[src/rtl/pix_unpacker.sv]
module pix_unpacker (
  input  logic        clk,
  input  logic        rst_n,
  input  logic        word_valid,
  input  logic [31:0] word_data,
  output logic        word_ready,
  input  logic [1:0]  word_len,
  input  logic [1:0]  bus_width,
  input  logic        trim18,
  input  logic [3:0]  byte_mask,
  output logic        pix_valid,
  input  logic        pix_ready,
  output logic [23:0] pix_data,
  output logic        cfg_error
);

  localparam logic [1:0] WL_16  = 2'd0;
  localparam logic [1:0] WL_24  = 2'd3;
  localparam logic [1:0] BUS_16 = 2'd0;
  localparam logic [1:0] BUS_8  = 2'd1;
  localparam logic [1:0] BUS_18 = 2'd2;
  localparam logic [1:0] BUS_24 = 2'd3;

  logic        full;
  logic [31:0] wrd;
  logic [1:0]  idx, lst;
  logic        m16, m_trim;
  logic [1:0]  m_bus;

  logic two_pix, two_byte, last, fire, take;

  assign cfg_error  = (word_len == 2'd1) || (word_len == 2'd2) ||
                      (word_len == WL_24 && bus_width == BUS_8);
  assign two_pix    = (word_len == WL_16) && (byte_mask == 4'hF);
  assign two_byte   = (word_len == WL_16) && (bus_width == BUS_8);
  assign last       = (idx == lst);
  assign pix_valid  = full;
  assign fire       = full && pix_ready;
  assign word_ready = !cfg_error && (!full || (pix_ready && last));
  assign take       = word_valid && word_ready;

  always_ff @(posedge clk) begin
    if (!rst_n) begin
      full   <= 1'b0;
      wrd    <= '0;
      idx    <= '0;
      lst    <= '0;
      m16    <= 1'b0;
      m_bus  <= BUS_16;
      m_trim <= 1'b0;
    end else if (take) begin
      full   <= 1'b1;
      wrd    <= word_data;
      idx    <= '0;
      lst    <= {two_pix && two_byte, two_pix || two_byte};
      m16    <= (word_len == WL_16);
      m_bus  <= bus_width;
      m_trim <= trim18;
    end else if (fire) begin
      if (last) full <= 1'b0;
      else      idx  <= idx + 2'd1;
    end
  end

  logic [15:0] hw;
  logic [7:0]  bt;
  logic [4:0]  r5, b5;
  logic [5:0]  g6;

  assign hw = ((m_bus == BUS_8) ? idx[1] : idx[0]) ? wrd[31:16] : wrd[15:0];
  assign bt = idx[0] ? hw[15:8] : hw[7:0];
  assign r5 = hw[15:11];
  assign g6 = hw[10:5];
  assign b5 = hw[4:0];

  always_comb begin
    if (m16) begin
      case (m_bus)
        BUS_8:   pix_data = {16'b0, bt};
        BUS_16:  pix_data = {8'b0, hw};
        BUS_18:  pix_data = {6'b0, r5, r5[4], g6, b5, b5[4]};
        default: pix_data = {r5, r5[4:2], g6, g6[5:4], b5, b5[4:2]};
      endcase
    end else if (m_bus == BUS_24 && !m_trim) begin
      pix_data = wrd[23:0];
    end else begin
      pix_data = {6'b0, wrd[21:16], wrd[13:8], wrd[5:0]};
    end
  end

endmodule

[config.mk]
export PLATFORM = sky130hd
export DESIGN_NAME = pix_unpacker
export DESIGN_NICKNAME = d
export VERILOG_FILES = /design/src/rtl/pix_unpacker.sv
export SDC_FILE = /design/constraint.sdc
export NUM_CORES = 1
export LEC_CHECK = 0
export BUFFER_PORTS_ARGS = -buffer_cell sky130_fd_sc_hd__buf_2
export CORE_MARGIN = 2
export CORE_UTILIZATION = 50
export DETAILED_ROUTE_END_ITERATION = 8
export PLACE_DENSITY = 0.75
export SLEW_MARGIN = 20
export SYNTH_ARGS = -nofsm -noshare
export SYNTH_HDL_FRONTEND = slang
export SYNTH_SLANG_ARGS = --single-unit
[constraint.sdc]
create_clock -name clk -period 4.8 [get_ports clk]
set_input_delay 0.48 -clock clk [delete_from_list [all_inputs] [get_ports clk]]
set_output_delay 0.48 -clock clk [all_outputs]
set_load 0.02 [all_outputs]
==> flow_summary.ini, run 1 <==
[synthesis]
ys_ff_latch = 41
synth_ff_type = dfxtp_1
ys_seq_area_frac = 0.279
syn-cell-area_mm2 = 0.00294
ys_async_sr_fraction = 0
syn-mean-instance-area_um2 = 9.07
syn_inst = 324
synth_edf_count = 0
yosysWarnings = 0
synth_cell_type_count = 41
synth_nets = 371

[sta]
period_share = 0.730
slew_headroom = 0.394
slew_viol_final = 0
max_freq_mhz = 286
rsz0062_at_grt = false
worst_slew_pin_slew_ns = 0.907
hold_viol = 0
fin_tns_setup_ns = 0
finClkSkew_ns = 0.00571
fin_crit_ns = 3.50
setup_viol = 0

[power]
p_leak_nw = 1.59
p_total_mw = 0.823
power_density_mw_per_mm2 = 244
irDropWorstVdd_mv = 0.193

[outcome]
status = complete, no violations

[drt]
drtIter0Drc = 161
drc_errors = 0
wl_per_cell_um = 17.6
postRouteAntennaNets = 0
vias = 2722
firstDrtPassIters = 4
vias_per_cell = 5.98
routed_wl_mm = 8.01

[floorplan]
dieArea_mm2 = 0.00650
die_h_um = 80.7
core_mm2 = 0.00557
die_w_um = 80.7
pin_count = 72
num_rows = 27
start_util = 0.527

[critical_path]
cp.arrival_ns = 3.02
path_class = register to output pin
critPathRequiredTime_ns = 4.32
cp-start-kind = register
worst_setup_path_end_kind = output pin
crit_fanout = 26

[clock_network]
clk_latency_ns = 0.30
cts_sinks = 41
cts_root_buffer = clkbuf_8
cts.path.max_buffers = 2
cts_setup_buffers = 0
clkTransAtPathRegs_ns = 0.08
cts_tree = done
h-tree-depth = 2
cts.repair.resized = 0
cts_hold_buf = 0
cts_buffers = 5

[final_layout]
drive_above_1_share = 0.292
fillers = 506
finalNetCount = 429
seq_area_um2 = 821
area_growth_pct = 14.9
multi_input_area_mm2 = 0.00193
num_antenna_cells = 0

[global_route]
track_usage = 0.254
overflow = 0
antenna_found_initial = 0
grt_pass1_vias = 2563
grt_max_degree = 42
grt_first_pass_wirelength_mm = 12.8

[placed_design]
numPortBuffers = 71
place_congestion = 0.932
dpl.hpwl_mm = 5.83

[flow_run]
drv_cap = 0

[hold_path]
min_path_type = input pin to register
-- final cells by class --
class                      instances  area share
multi-input combinational        246       0.573
sequential                        41       0.243
timing repair buffer              78       0.121
tap                               72      0.0267
clock buffer                       5      0.0204
inverter                          10      0.0111
clock inverter                     3     0.00519
-- cell usage after synthesis (all sizes together) (3+ instances only) --
master / number / area (um^2)
a211oi: 7 / 52.6
a21oi: 23 / 115
a31oi: 3 / 18.8
a32o: 3 / 30.0
and3: 3 / 18.8
buf: 15 / 100
clkbuf: 12 / 45.0
dfxtp: 41 / 821
inv: 10 / 37.5
mux2: 15 / 169
mux2i: 63 / 631
mux4: 9 / 206
nand2: 14 / 52.6
nand3: 4 / 20.0
nor2: 35 / 131
nor2b: 21 / 139
nor3b: 3 / 22.5
o21a: 3 / 22.5
o21ai: 9 / 45.0
o22a: 7 / 61.3
o22ai: 5 / 31.3
xnor2: 4 / 35.0
-- registers in the layout (all words and copies together), names as in the netlist --
register / count
idx: 2
m16: 1
m_trim: 1
lst: 2
pix_valid: 1
m_bus: 2
wrd: 32
-- layer usage --
metal | share of wire | GRT usage | vias to the layer above
met5 | 0 | 0 | -
met1 | 0.45 | 0.351 | 1283
li1 | - | - | 1293
met2 | 0.45 | 0.397 | 128
met3 | 0.083 | 0.0472 | 18
met4 | 0.022 | 0.0898 | 0
-- worst max-delay path, stage by stage, from the launching register on --
cell and delay, ns:
dfxtp_1 0.31, buf_4 0.28, nor2b_4 0.22, mux2i_1 0.61, buf_4 0.30, mux2i_1 0.44
nand2_1 0.12, a31o_2 0.27, buf_2 0.15
-- logic make-up (layout without fill, tap and decap cells) --
logic type,count (synthesis),count (layout),share of synthesized area
flops,41,41,0.279
xor+xnor,4,4,0.0119
compound gates,68,68,0.152
mux,87,87,0.342
fa+ha+maj,2,2,0.00852
buf+inv,37,96,0.0622
simple gates,85,85,0.143
-- placed cells by master (no fill, tap or decap), types with 2 or more instances in the layout --
cell type | netlist | final
clkbuf_8 | 0 | 5
xnor2_1 | 4 | 4
a31oi_1 | 3 | 3
o21a_1 | 3 | 3
mux2_2 | 15 | 15
mux4_2 | 8 | 8
a21oi_1 | 23 | 23
nand2_1 | 14 | 14
clkinv_2 | 0 | 2
o22a_1 | 7 | 7
nor2b_1 | 20 | 20
mux2i_1 | 63 | 63
o22ai_1 | 5 | 5
nor3b_1 | 3 | 3
and3_1 | 3 | 3
buf_2 | 5 | 71
o21ai_0 | 8 | 8
ha_1 | 2 | 2
buf_4 | 6 | 7
nor2_1 | 35 | 35
a32o_1 | 3 | 3
a211oi_1 | 7 | 7
inv_1 | 10 | 10
o221ai_1 | 2 | 2
dfxtp_1 | 41 | 41
nand3_1 | 4 | 4
-- final timing paths --
check             slack [ns]     startpoint           end  cells after the start
hold / removal          0.41  word_data[17]       wrd[17]                      3
hold reg to reg         0.48         lst[1]        lst[1]                      2
setup / recovery        1.30       m_bus[0]  pix_data[11]                      8
setup reg to reg        2.01         idx[1]       wrd[16]                      6
-- metrics by stage --
| stage | hold WS (ns) | std cells | worst slack, ns | instance area [um^2] | util |
|---|---|---|---|---|---|
| 6_report | 0.406 | 455 | 1.30 | 3380 | 0.606 |
| 5_1_grt | 0.416 | 455 | 1.16 | 3380 | 0.606 |
| 4_1_cts | 0.410 | 455 | 1.32 | 3380 | 0.606 |
| 3_5_place_dp | 0.471 | 447 | 1.68 | 3290 | 0.590 |
| 3_3_place_gp | 0.465 | 447 | 1.82 | 3290 | 0.590 |
| 2_1_floorplan | 0.444 | 324 | 2.46 | 2940 | - |
-- power breakdown --
part	switching [mW]	leakage [nW]	internal, mW	total [mW]
clock network	0.129	0.0439	0.101	0.230
logic	0.107	1.21	0.0948	0.202
registers	0.0310	0.335	0.360	0.391
total	0.268	1.59	0.555	0.823
No activity file was read; power rests on OpenSTA's default activity.
==> run 2, diff against run 1 <==
--- a/config.mk
+++ b/config.mk
@@ -7,9 +7,9 @@
 export LEC_CHECK = 0
 export BUFFER_PORTS_ARGS = -buffer_cell sky130_fd_sc_hd__buf_2
 export CORE_MARGIN = 2
-export CORE_UTILIZATION = 50
+export CORE_UTILIZATION = 49
 export DETAILED_ROUTE_END_ITERATION = 8
-export PLACE_DENSITY = 0.75
+export PLACE_DENSITY = 0.77
 export SLEW_MARGIN = 20
 export SYNTH_ARGS = -nofsm -noshare
 export SYNTH_HDL_FRONTEND = slang
==> constraint.sdc (replaced) <==
create_clock -name clk -period 3 [get_ports clk]
set_input_delay 0.3 -clock clk [delete_from_list [all_inputs] [get_ports clk]]
set_output_delay 0.3 -clock clk [all_outputs]
set_load 0.02 [all_outputs]
==> run 2 against run 1 <==
Combinational power grew 60%. Sequential share of layout area down 0.21 points. Critical path type unchanged. Critical endpoint is now pix_data[9]. Routed wire length down 1.6%. Largest power group unchanged.
==> flow_summary.ini, run 2 (synthesized netlist as in run 1, its figures left out) <==
[critical_path]
crit_fanout = 13
worst_setup_path_end_kind = output pin
r2r_start = idx[1]
cp-start-kind = register
ff2ff_setup_slack_ns = 0.81
regToRegEndpoint = lst[1]
cp.arrival_ns = 2.29
path_class = register to output pin
critPathRequiredTime_ns = 2.70
reg2reg_depth = 6

[floorplan]
die_h_um = 81.4
start_util = 0.502
core_mm2 = 0.00585
dieArea_mm2 = 0.00663
pin_count = 72
num_rows = 28
die_w_um = 81.4

[global_route]
grt_use_met2 = 0.364
grt_busiest_layer = met2
met3_usage = 0.0703
overflow = 0
use_met1 = 0.337
grt_pass1_vias = 2394
track_usage = 0.241
grt_first_pass_wirelength_mm = 12.0
grt_max_degree = 42
antenna_found_initial = 0

[drt]
postRouteAntennaNets = 0
drc_errors = 0
vias = 2713
wl_per_cell_um = 17.1
vias_per_cell = 5.89
firstDrtPassIters = 5
drtIter0Drc = 305
routed_wl_mm = 7.88

[clock_network]
clk_latency_ns = 0.30
cts_sinks = 41
clkTransAtPathRegs_ns = 0.08
h-tree-depth = 2
cts.repair.resized = 0
cts_root_buffer = clkbuf_8
cts_tree = done
cts_hold_buf = 0
cts_buffers = 5
cts_setup_buffers = 0
cts.path.max_buffers = 2

[sta]
max_freq_mhz = 386
hold_viol = 0
period_share = 0.863
rsz0062_at_grt = false
setup_viol = 0
fin_tns_setup_ns = 0
fin_crit_ns = 2.59
slew_headroom = 0.485
hold_ws_ns = 0.225
finClkSkew_ns = 0.00580
slew_viol_final = 0
worst_slew_pin_slew_ns = 0.771

[hold_path]
holdPathEnd = wrd[3]
holdPathStages = 3
min_from = word_data[3]
min_path_type = input pin to register

[power]
p_int_mw = 0.891
comb_power_share = 0.248
seq_power_share = 0.481
p_sw_frac = 0.317
clock_power_share = 0.271
p_leak_nw = 1.61
switchingPower_mw = 0.413
power_density_mw_per_mm2 = 383
irDropWorstVdd_mv = 0.290

[final_layout]
most-common-layout-cells = buf_2, mux2i_1, dfxtp_1, nor2_1, a21oi_1
layout_commonest_cell = buf_2
finalNetCount = 433
largest_reg_flops = 32
area_growth_pct = 15.9
drive_above_1_share = 0.295
num_antenna_cells = 0
regMostFlops = wrd

[placed_design]
numPortBuffers = 71
place_congestion = 1.00
dpl.hpwl_mm = 5.79

[flow_run]
drv_cap = 0

[outcome]
status = complete, no violations
[run 2: cell types whose count changed in the layout (fill, tap and decap cells not counted)]
| cell | change |
|---|---|
| buf_4 | +4 |
| clkinvlp_4 | -1 |
| clkinv_4 | +1 |
| clkbuf_1 | +1 |
| clkinv_2 | -2 |
[run 2: worst max-delay path, stage by stage (launching register included)]
cell and delay [ns]:
dfxtp_1 0.37, nor2b_4 0.18, mux2i_1 0.19, buf_4 0.25, mux2i_1 0.43, o21ai_0 0.16
o22a_1 0.24, buf_2 0.15
[run 2: worst max path at each step]
| stage | from | endpoint | cells past startpoint |
|---|---|---|---|
| 2_1_floorplan | m_bus[0] | pix_data[12] | 7 |
| 3_3_place_gp | idx[1] | pix_data[9] | 6 |
| 3_5_place_dp | m_bus[0] | pix_data[9] | 7 |
| 4_1_cts | m_bus[0] | pix_data[9] | 7 |
| 5_1_grt | m_bus[0] | pix_data[9] | 7 |
| 6_report | m_bus[0] | pix_data[9] | 7 |
[run 2: per-layer routing]
| layer | up-vias | routed length, um |
|---|---|---|
| met5 | - | 0 |
| met4 | 0 | 181 |
| met3 | 25 | 805 |
| met2 | 147 | 3570 |
| met1 | 1245 | 3330 |
| li1 | 1296 | - |
[run 2: through the flow]
stage	power [mW]	setup slack [ns]	util	instance area, um^2	cells
finish	1.30	0.412	0.582	3410	461
global route	1.37	0.278	0.582	3410	461
CTS	1.31	0.421	0.582	3410	461
detailed placement	0.959	0.774	0.568	3320	454
global placement	0.954	0.736	0.568	3320	454
floorplan	0.855	0.844	-	2940	324
[run 2: power groups by stage]
stage               clock network (mW)  registers (mW)  logic [mW]
finish                           0.353           0.627       0.324
global route                     0.389           0.630       0.352
CTS                              0.364           0.624       0.324
detailed placement                   0           0.637       0.323
global placement                     0           0.636       0.318
floorplan                            0           0.614       0.241
[run 2: area by class of cell]
cell class / instances / area (um^2)
fill: 524 / 2440
multi-input combinational: 246 / 1930
sequential: 41 / 821
timing repair buffer: 82 / 438
tap: 75 / 93.8
clock buffer: 6 / 72.6
inverter: 10 / 37.5
clock inverter: 1 / 8.76
